### config.mk
export PLATFORM = sky130hd
export DESIGN_NAME = i2c_msg_seq
export DESIGN_NICKNAME = d
export VERILOG_FILES = /design/src/rtl/i2c_msg_seq_pkg.sv /design/src/rtl/i2c_msg_seq_addr.sv /design/src/rtl/i2c_msg_seq_timer.sv /design/src/rtl/i2c_msg_seq_ctrl.sv /design/src/rtl/i2c_msg_seq.sv
export SDC_FILE = /design/constraint.sdc
export NUM_CORES = 1
export LEC_CHECK = 0
export BUFFER_PORTS_ARGS = -buffer_cell sky130_fd_sc_hd__buf_4
export CAP_MARGIN = 20
export CELL_PAD_IN_SITES_DETAIL_PLACEMENT = 0
export CELL_PAD_IN_SITES_GLOBAL_PLACEMENT = 2
export CORE_ASPECT_RATIO = 1.1
export CORE_MARGIN = 1.5
export CORE_UTILIZATION = 33
export DETAILED_ROUTE_END_ITERATION = 8
export PLACE_DENSITY = 0.9
export SLEW_MARGIN = 20
export SYNTH_ARGS = -nofsm -noshare
export SYNTH_HDL_FRONTEND = slang
export SYNTH_SLANG_ARGS = --single-unit
### constraint.sdc
create_clock -name clk -period 2.95 [get_ports clk]
set_input_delay 0.295 -clock clk [delete_from_list [all_inputs] [get_ports clk]]
set_output_delay 0.295 -clock clk [all_outputs]
set_load 0.03 [all_outputs]
### src/rtl/i2c_msg_seq_pkg.sv
package i2c_msg_seq_pkg;

  typedef enum logic [2:0] {
    ACT_NONE  = 3'd0,
    ACT_START = 3'd1,
    ACT_SEND  = 3'd2,
    ACT_RECV  = 3'd3,
    ACT_STOP  = 3'd4
  } act_e;

  typedef enum logic [1:0] {
    RES_OK     = 2'd0,
    RES_NODEV  = 2'd1,
    RES_BUSERR = 2'd2,
    RES_TMO    = 2'd3
  } res_e;

  typedef enum logic [2:0] {
    ST_IDLE,
    ST_WSTART,
    ST_WADR1,
    ST_WADR2,
    ST_WSACK,
    ST_WSDATA,
    ST_NEEDTX,
    ST_ABORT
  } st_e;

  localparam logic [7:0] SC_START     = 8'h08;
  localparam logic [7:0] SC_RSTART    = 8'h10;
  localparam logic [7:0] SC_WADR_ACK  = 8'h18;
  localparam logic [7:0] SC_WADR_NAK  = 8'h20;
  localparam logic [7:0] SC_WDAT_ACK  = 8'h28;
  localparam logic [7:0] SC_WDAT_NAK  = 8'h30;
  localparam logic [7:0] SC_RADR_ACK  = 8'h40;
  localparam logic [7:0] SC_RADR_NAK  = 8'h48;
  localparam logic [7:0] SC_RDAT_ACK  = 8'h50;
  localparam logic [7:0] SC_RDAT_NAK  = 8'h58;
  localparam logic [7:0] SC_WADR2_ACK = 8'hD0;
  localparam logic [7:0] SC_RADR2_ACK = 8'hE0;

endpackage

### src/rtl/i2c_msg_seq_addr.sv
module i2c_msg_seq_addr (
  input  logic [9:0] addr,
  input  logic       ten,
  input  logic       rd,
  input  logic       rev,
  output logic [7:0] first_byte,
  output logic [7:0] second_byte
);
  logic dir;

  // direction bit, inverted by the reverse flag
  assign dir = rd ^ rev;

  // address byte formation
  always_comb begin
    if (ten) begin
      first_byte  = {5'b11110, addr[9:8], dir};
      second_byte = addr[7:0];
    end else begin
      first_byte  = {addr[6:0], dir};
      second_byte = 8'h00;
    end
  end
endmodule

### src/rtl/i2c_msg_seq_timer.sv
module i2c_msg_seq_timer #(
  parameter int TMO_W = 16
) (
  input  logic             clk,
  input  logic             rst_n,
  input  logic             clr,
  input  logic             run,
  input  logic [TMO_W-1:0] limit,
  output logic             hit
);
  logic [TMO_W-1:0] cnt_q, cnt_n;
  logic [TMO_W-1:0] lim_q, lim_n;
  logic             cnt_en;

  assign cnt_en = clr | run;

  always_comb begin
    cnt_n = cnt_q;
    lim_n = lim_q;
    if (clr) begin
      cnt_n = '0;
      lim_n = limit;
    end else if (run) begin
      cnt_n = cnt_q + 1'b1;
    end
  end

  always_ff @(posedge clk or negedge rst_n) begin
    if (!rst_n) begin
      cnt_q <= '0;
      lim_q <= '0;
    end else if (cnt_en) begin
      cnt_q <= cnt_n;
      lim_q <= lim_n;
    end
  end

  // expiry while a message is running
  assign hit = run && (cnt_q == lim_q);
endmodule

### src/rtl/i2c_msg_seq_ctrl.sv
module i2c_msg_seq_ctrl
  import i2c_msg_seq_pkg::*;
#(
  parameter int LEN_W = 8
) (
  input  logic             clk,
  input  logic             rst_n,
  input  logic             start,
  input  logic             ten,
  input  logic             rd,
  input  logic             nostart,
  input  logic [LEN_W-1:0] len,
  input  logic [7:0]       a1,
  input  logic [7:0]       a2,
  input  logic             evt,
  input  logic [7:0]       status,
  input  logic [7:0]       rxbyte,
  input  logic [7:0]       wr_data,
  input  logic             wr_valid,
  output logic             wr_ready,
  input  logic             tmo_hit,
  output logic             run,
  output logic             clr,
  output logic             act_valid,
  output logic [2:0]       act_kind,
  output logic [7:0]       act_byte,
  output logic             ctl_ack,
  output logic             ctl_ien,
  output logic [7:0]       rd_data,
  output logic             rd_valid,
  output logic             busy,
  output logic             done,
  output logic [1:0]       result
);
  localparam logic [LEN_W-1:0] ONE = LEN_W'(1);
  localparam logic [LEN_W-1:0] TWO = LEN_W'(2);

  st_e              st_q, st_n;
  logic [LEN_W-1:0] left_q, left_n;
  logic [7:0]       a1_q, a1_n, a2_q, a2_n;
  logic             ten_q, ten_n;
  logic             av_q, av_n;
  act_e             kind_q, kind_n;
  logic [7:0]       byte_q, byte_n;
  logic             ack_q, ack_n, ien_q, ien_n;
  logic             done_q, done_n;
  res_e             res_q, res_n;
  logic             rdv_q, rdv_n;
  logic [7:0]       rdd_q, rdd_n;

  logic fin, send, recv, recv_ack, path_wr, path_rd, stop_only;
  res_e fin_code;
  logic [7:0] sbyte;

  assign run = (st_q != ST_IDLE) && (st_q != ST_ABORT);

  always_comb begin
    st_n = st_q;     left_n = left_q;  a1_n = a1_q;  a2_n = a2_q;  ten_n = ten_q;
    av_n = 1'b0;     kind_n = kind_q;  byte_n = byte_q;
    ack_n = ack_q;   ien_n = ien_q;    done_n = 1'b0; res_n = res_q;
    rdv_n = 1'b0;    rdd_n = rdd_q;
    fin = 1'b0;      fin_code = RES_OK; clr = 1'b0;  wr_ready = 1'b0;
    send = 1'b0;     recv = 1'b0;      recv_ack = 1'b1; sbyte = 8'h00;
    path_wr = 1'b0;  path_rd = 1'b0;   stop_only = 1'b0;
    case (st_q)
      ST_IDLE: begin
        if (evt) begin
          stop_only = 1'b1;                       // stray event
        end else if (start) begin
          clr = 1'b1;
          a1_n = a1; a2_n = a2; ten_n = ten; left_n = len;
          ack_n = 1'b1; ien_n = 1'b1;
          if (nostart && (len == '0)) begin
            fin = 1'b1;
          end else if (nostart && rd) begin
            recv = 1'b1; recv_ack = (len != ONE); st_n = ST_WSDATA;
          end else if (nostart) begin
            st_n = ST_NEEDTX;
          end else begin
            av_n = 1'b1; kind_n = ACT_START; st_n = ST_WSTART;
          end
        end
      end
      ST_ABORT: begin
        if (evt) begin
          stop_only = 1'b1;                       // late event
          st_n = ST_IDLE;
        end
      end
      ST_NEEDTX: begin
        if (evt) begin
          fin = 1'b1; fin_code = RES_BUSERR;
        end else if (tmo_hit) begin
          done_n = 1'b1; res_n = RES_TMO; st_n = ST_ABORT;
        end else begin
          wr_ready = 1'b1;
          if (wr_valid) begin
            send = 1'b1; sbyte = wr_data; left_n = left_q - ONE; st_n = ST_WSACK;
          end
        end
      end
      default: begin
        if (evt) begin
          case (status)
            SC_START, SC_RSTART: begin
              send = 1'b1; sbyte = a1_q; st_n = ST_WADR1;
            end
            SC_WADR_ACK: begin
              if (ten_q) begin send = 1'b1; sbyte = a2_q; st_n = ST_WADR2; end
              else path_wr = 1'b1;
            end
            SC_WADR2_ACK, SC_WDAT_ACK: path_wr = 1'b1;
            SC_RADR_ACK: begin
              if (ten_q) begin send = 1'b1; sbyte = a2_q; st_n = ST_WADR2; end
              else path_rd = 1'b1;
            end
            SC_RADR2_ACK: path_rd = 1'b1;
            SC_RDAT_ACK: begin
              if (left_q == '0) begin
                fin = 1'b1; fin_code = RES_BUSERR;
              end else begin
                rdv_n = 1'b1; rdd_n = rxbyte; left_n = left_q - ONE;
                recv = 1'b1; recv_ack = (left_q != TWO); st_n = ST_WSDATA;
              end
            end
            SC_RDAT_NAK: begin
              rdv_n = 1'b1; rdd_n = rxbyte; fin = 1'b1;
            end
            SC_WADR_NAK, SC_WDAT_NAK, SC_RADR_NAK: begin
              fin = 1'b1; fin_code = RES_NODEV;
            end
            default: begin
              fin = 1'b1; fin_code = RES_BUSERR;
            end
          endcase
          if (path_wr) begin
            if (left_q != '0) st_n = ST_NEEDTX;
            else fin = 1'b1;
          end
          if (path_rd) begin
            if (left_q == '0) fin = 1'b1;
            else begin
              recv = 1'b1; recv_ack = (left_q != ONE); st_n = ST_WSDATA;
            end
          end
        end else if (tmo_hit) begin
          done_n = 1'b1; res_n = RES_TMO; st_n = ST_ABORT;
        end
      end
    endcase
    if (send) begin
      av_n = 1'b1; kind_n = ACT_SEND; byte_n = sbyte;
    end
    if (recv) begin
      av_n = 1'b1; kind_n = ACT_RECV; ack_n = recv_ack;
    end
    if (stop_only || fin) begin
      av_n = 1'b1; kind_n = ACT_STOP; ien_n = 1'b0;
    end
    if (fin) begin
      done_n = 1'b1; res_n = fin_code; st_n = ST_IDLE;
    end
  end

  always_ff @(posedge clk or negedge rst_n) begin
    if (!rst_n) begin
      st_q <= ST_IDLE;  left_q <= '0;    a1_q <= '0;    a2_q <= '0;   ten_q <= 1'b0;
      av_q <= 1'b0;     kind_q <= ACT_NONE; byte_q <= '0;
      ack_q <= 1'b0;    ien_q <= 1'b0;   done_q <= 1'b0; res_q <= RES_OK;
      rdv_q <= 1'b0;    rdd_q <= '0;
    end else begin
      st_q <= st_n;     left_q <= left_n; a1_q <= a1_n;  a2_q <= a2_n;  ten_q <= ten_n;
      av_q <= av_n;     kind_q <= kind_n; byte_q <= byte_n;
      ack_q <= ack_n;   ien_q <= ien_n;   done_q <= done_n; res_q <= res_n;
      rdv_q <= rdv_n;   rdd_q <= rdd_n;
    end
  end

  assign act_valid = av_q;
  assign act_kind  = kind_q;
  assign act_byte  = byte_q;
  assign ctl_ack   = ack_q;
  assign ctl_ien   = ien_q;
  assign rd_data   = rdd_q;
  assign rd_valid  = rdv_q;
  assign busy      = (st_q != ST_IDLE);
  assign done      = done_q;
  assign result    = res_q;

  // a non-timeout completion always comes with a stop and leaves idle
  a_r6_finish_stops: assert property (@(posedge clk) disable iff (!rst_n)
    (done_q && (res_q != RES_TMO)) |-> (av_q && (kind_q == ACT_STOP) && (st_q == ST_IDLE)));

  // expiry without an event parks the engine in the aborting state
  a_r10_tmo_abort: assert property (@(posedge clk) disable iff (!rst_n)
    (tmo_hit && !evt) |=> ((st_q == ST_ABORT) && done_q && (res_q == RES_TMO) && !av_q));

  // a byte delivered as the engine drops to idle is the final, successful one
  a_r5_final_read: assert property (@(posedge clk) disable iff (!rst_n)
    (rdv_q && (st_q == ST_IDLE)) |-> (done_q && (res_q == RES_OK)));
endmodule

### src/rtl/i2c_msg_seq.sv
module i2c_msg_seq #(
  parameter int LEN_W = 8,
  parameter int TMO_W = 16
) (
  input  logic             clk,
  input  logic             rst_n,
  input  logic             msg_start,
  input  logic [9:0]       msg_addr,
  input  logic             msg_ten,
  input  logic             msg_rd,
  input  logic             msg_rev,
  input  logic             msg_nostart,
  input  logic [LEN_W-1:0] msg_len,
  input  logic [TMO_W-1:0] msg_tmo,
  input  logic [7:0]       wr_data,
  input  logic             wr_valid,
  output logic             wr_ready,
  output logic [7:0]       rd_data,
  output logic             rd_valid,
  input  logic             core_evt,
  input  logic [7:0]       core_status,
  input  logic [7:0]       core_rxbyte,
  output logic             act_valid,
  output logic [2:0]       act_kind,
  output logic [7:0]       act_byte,
  output logic             ctl_ack,
  output logic             ctl_ien,
  output logic             busy,
  output logic             done,
  output logic [1:0]       result
);
  logic [7:0] first_byte, second_byte;
  logic       tmo_hit, tmr_run, tmr_clr;

  i2c_msg_seq_addr u_addr (
    .addr        (msg_addr),
    .ten         (msg_ten),
    .rd          (msg_rd),
    .rev         (msg_rev),
    .first_byte  (first_byte),
    .second_byte (second_byte)
  );

  i2c_msg_seq_timer #(.TMO_W(TMO_W)) u_timer (
    .clk   (clk),
    .rst_n (rst_n),
    .clr   (tmr_clr),
    .run   (tmr_run),
    .limit (msg_tmo),
    .hit   (tmo_hit)
  );

  i2c_msg_seq_ctrl #(.LEN_W(LEN_W)) u_ctrl (
    .clk       (clk),
    .rst_n     (rst_n),
    .start     (msg_start),
    .ten       (msg_ten),
    .rd        (msg_rd),
    .nostart   (msg_nostart),
    .len       (msg_len),
    .a1        (first_byte),
    .a2        (second_byte),
    .evt       (core_evt),
    .status    (core_status),
    .rxbyte    (core_rxbyte),
    .wr_data   (wr_data),
    .wr_valid  (wr_valid),
    .wr_ready  (wr_ready),
    .tmo_hit   (tmo_hit),
    .run       (tmr_run),
    .clr       (tmr_clr),
    .act_valid (act_valid),
    .act_kind  (act_kind),
    .act_byte  (act_byte),
    .ctl_ack   (ctl_ack),
    .ctl_ien   (ctl_ien),
    .rd_data   (rd_data),
    .rd_valid  (rd_valid),
    .busy      (busy),
    .done      (done),
    .result    (result)
  );

  // an accepted write byte is the next send action
  a_r12_send_after_hs: assert property (@(posedge clk) disable iff (!rst_n)
    (wr_valid && wr_ready) |=> (act_valid && (act_kind == 3'd2) && (act_byte == $past(wr_data))));
endmodule

==> flow_summary.yaml <==
route:
  dr.first_iter.drc_count: 259
  vias_per_cell: 5.112
  wl_per_cell_um: 15.83
  final_antenna_net_count: 0
  vias: 4125
  firstDrtPassIters: 4
  drcViolationCount: 0
  wirelength_mm: 12.77
yosys:
  synth_area_um2: 4689
  synth-xor-area-share: 0.06537
  synth_edf_count: 0
  ys_types: 66
  synthArstFlopShare: 1.000
  syn_nets: 593
  synth_top_family_by_area: "simple AND/OR/NAND/NOR gates"
  synth_fa_ha_area_frac: 0.01334
  synth_compound_area_frac: 0.1665
  synth_top_area_cell: "dfrtp_1"
  synth_warnings: 0
  synth_area_leaders: "dfrtp_1 46%, nand2_1 8.0%, xor2_1 5.4%, nor2_1 4.8%, o21ai_0 3.3%"
  ys_seq_area_frac: 0.4589
  synthFlopType: "dfrtp_1"
  synth-simple-area-share: 0.2393
  ys_ff_latch: 86
  netlist_instances: 521
  syn_area_per_cell_um2: 9.001
  synth_top_area_share: 0.4589
  synthMuxAreaShare: 0.02348
timing:
  finalSetupViolCount: 0
  fin_crit_sh: 0.8466
  slew_headroom: 0.5317
  rsz0062_at_grt: "no"
  layout_min_cycle_time_ps: 2497
  finClkSkew_ps: 6.090
  max_freq_ghz: 0.4004
  worstMarginPinSlew_ps: 695.1
  hold_violations: 0
  final_max_slew_viol_count: 0
  setup_tns_ps: 0
floorplan:
  rows: 45
  core-area_um2: 13850
  die-area_um2: 14940
  ios: 95
  die-width_um: 116.7
  initial_utilization: 0.3386
  die_h_um: 128.0
final_layout:
  fin_nets: 686
  drive_gt1_frac: 0.2359
  stdcell_area_um2: 5923
  area_growth_pct: 26.31
  diodes: 0
global_routing:
  antenna_found_initial: 0
  grtUsageMet1: 0.2432
  grt_use_total: 0.1829
  grt_overflow: 0
  gr-usage-met3: 0.03452
  grt_pass1_vias: 4107
  grt_max_degree: 85
  grt_most_used_layer: "met2"
  gr-usage-met2: 0.2958
  grt_pass1_wl_mm: 21.08
clocking:
  cts_buffers: 9
  cts_tree: "built"
  cts.clk_slew.worst_paths_ps: 60
  cts_resized: 0
  clk_path_buf_depth: 2
  cts_sinks: 86
  htreeDepth: 3
  clk_latency_ps: 340
  clockRootBuffer: "clkbuf_16"
  post_cts_buffers: 0
place:
  hpwl_mm: 9.396
  port_buffers: 94
  post_dp_cell_area_um2: 5610
  place_congestion: 0.8901
critical_path:
  end_kind: "register"
  r2r_slack_ps: 450
  start_kind: "register"
  cpMaxStageDelayCell: "or4_1"
  critical_path.cell_chain: "nor3_2, inv_2, or4_1, o22ai_1, nor2_1, and2_1, a22o_1"
  critical_path_arrival_ps: 2730
  critical_path_class: "register to register"
  max_stage_delay_ps: 530
  path_max_fanout: 15
  required_ps: 3190
power:
  powerDensity_nw_per_um2: 852.3
  peakVddDrop_uv: 355.1
  power.leakage_nw: 2.750
flow_run:
  cap_violations: 0
run_status:
  status: "finished, final reports clean"
min_path:
  hold_class: "primary input to register"
## metrics by stage
stage | power [mW] | instances | hold slack [ps] | utilization | worst slack, ps
final | 5.048 | 807 | 136.8 | 0.4276 | 452.5
after global routing | 5.429 | 807 | 135.5 | 0.4276 | 206.1
after CTS | 5.101 | 807 | 125.1 | 0.4276 | 450.1
after detailed placement | 3.904 | 790 | 96.42 | 0.4051 | 426.0
after global placement | 3.870 | 790 | 95.57 | 0.4051 | 492.2
after floorplan | 3.241 | 521 | -0.5911 | - | 843.0
## cells in the final DEF, fill, tap and decap left out, drive strengths merged, types with 2 or more instances in the layout
master     n
and3       6
o22ai      6
ha         5
a211oi     3
mux2i      2
o21ai     31
nor3      16
inv       10
clkbuf    13
o22a       2
a311oi     2
a22oi      9
nor4       8
nand4      3
nand2b     6
dfrtp     86
o31ai      2
mux2       8
a31oi      5
a22o       3
o2111ai    3
a221o      8
nor2      62
buf      105
nor3b      3
nand3     19
or3        5
nand2    100
a21oi     22
xor2      29
o32a       2
a221oi     2
and2       3
xnor2      6
nand3b     3
or4        2
## worst max-delay path, delay by kind of cell (launching register included)
kind                   cells  cell delay (ps)
DFF                        1              460
buffers and inverters      1              210
and+or+nand+nor            4             1270
AOI/OAI and AO/OA          2              440
## kinds of logic (layout without fill, tap and decap cells)
family,after synthesis,in the layout
AO/OA/AOI/OAI,111,111
XOR/XNOR,35,35
adder cells (fa/ha/maj),5,5
buffers and inverters,34,132
flip-flops,86,86
multiplexers,10,10
AND/OR/NAND/NOR,240,240
## registers in the layout, summed over array words and instances (netlist names)
register / cells
u_timer.cnt_q: 16
u_ctrl.a2_q: 8
u_ctrl.a1_q: 8
u_ctrl.rd_data: 8
u_ctrl.ctl_ien: 1
u_ctrl.done: 1
u_ctrl.act_byte: 8
u_ctrl.rd_valid: 1
u_ctrl.ten_q: 1
u_ctrl.act_kind: 3
u_ctrl.st_q: 3
u_ctrl.act_valid: 1
u_ctrl.result: 2
u_timer.lim_q: 16
u_ctrl.ctl_ack: 1
u_ctrl.left_q: 8
## cells in the mapped netlist, types with 2 or more instances
library cell    n
nand2_1       100
dfrtp_1        86
nor2_1         60
o21ai_0        31
xor2_1         29
a21oi_1        21
nand3_1        18
clkbuf_1       16
nor3_1         14
a22oi_1         9
inv_1           9
a221o_1         8
mux2_2          8
nor4_1          7
nand2b_1        6
o22ai_1         6
xnor2_1         6
and3_1          5
ha_1            5
a31oi_1         4
buf_2           4
or3_1           4
a211oi_1        3
a22o_1          3
and2_1          3
buf_6           3
nand3b_1        3
nand4_1         3
o2111ai_1       3
a221oi_1        2
a311oi_1        2
mux2i_1         2
nor3_2          2
nor3b_1         2
o22a_1          2
o32a_1          2
## path summary, 6_finish.rpt
kind | endpoint | from | depth (start not counted)
max in group asynchronous | u_timer.cnt_q[9]$_DFFE_PN0P_ | rst_n | 3
min reg2reg | u_ctrl.a1_q[6]$_DFFE_PN0P_ | u_ctrl.a1_q[6]$_DFFE_PN0P_ | 2
max | u_ctrl.st_q[1]$_DFFE_PN0P_ | u_ctrl.st_q[2]$_DFFE_PN0P_ | 7
min | u_timer.lim_q[0]$_DFFE_PN0P_ | msg_tmo[0] | 3
max reg2reg | u_ctrl.st_q[1]$_DFFE_PN0P_ | u_ctrl.st_q[2]$_DFFE_PN0P_ | 7
min in group asynchronous | u_ctrl.left_q[2]$_DFFE_PN0P_ | rst_n | 2
## power by group
| group | internal [mW] | total, mW | switching, mW |
|---|---|---|---|
| Sequential | 1.60 | 1.95 | 0.354 |
| Clock | 0.702 | 1.17 | 0.466 |
| Combinational | 0.789 | 1.93 | 1.14 |
## what timing repair did
| action | CTS | global route |
|---|---|---|
| setup endpoints to repair | 0 | 0 |
| endpoints found under the hold margin | 2 | 0 |
| hold buffers | 1 | 0 |
## layer usage
metal,routed length [um],vias up
li1,-,2024
met1,5793,1975
met2,6145,109
met3,610,17
met4,222,0
met5,0,-
## final cells by class
cell class                      instances  area (um^2)
Inverter                               10        37.54
Sequential cell                        86         2152
Clock buffer                           13        260.3
Multi-Input combinational cell        401         2385
Clock inverter                          3        42.54
Timing Repair Buffer                  106        810.8
Tap cell                              188        235.2
Fill cell                            1418         7928
(Power assumes the default switching activity.)
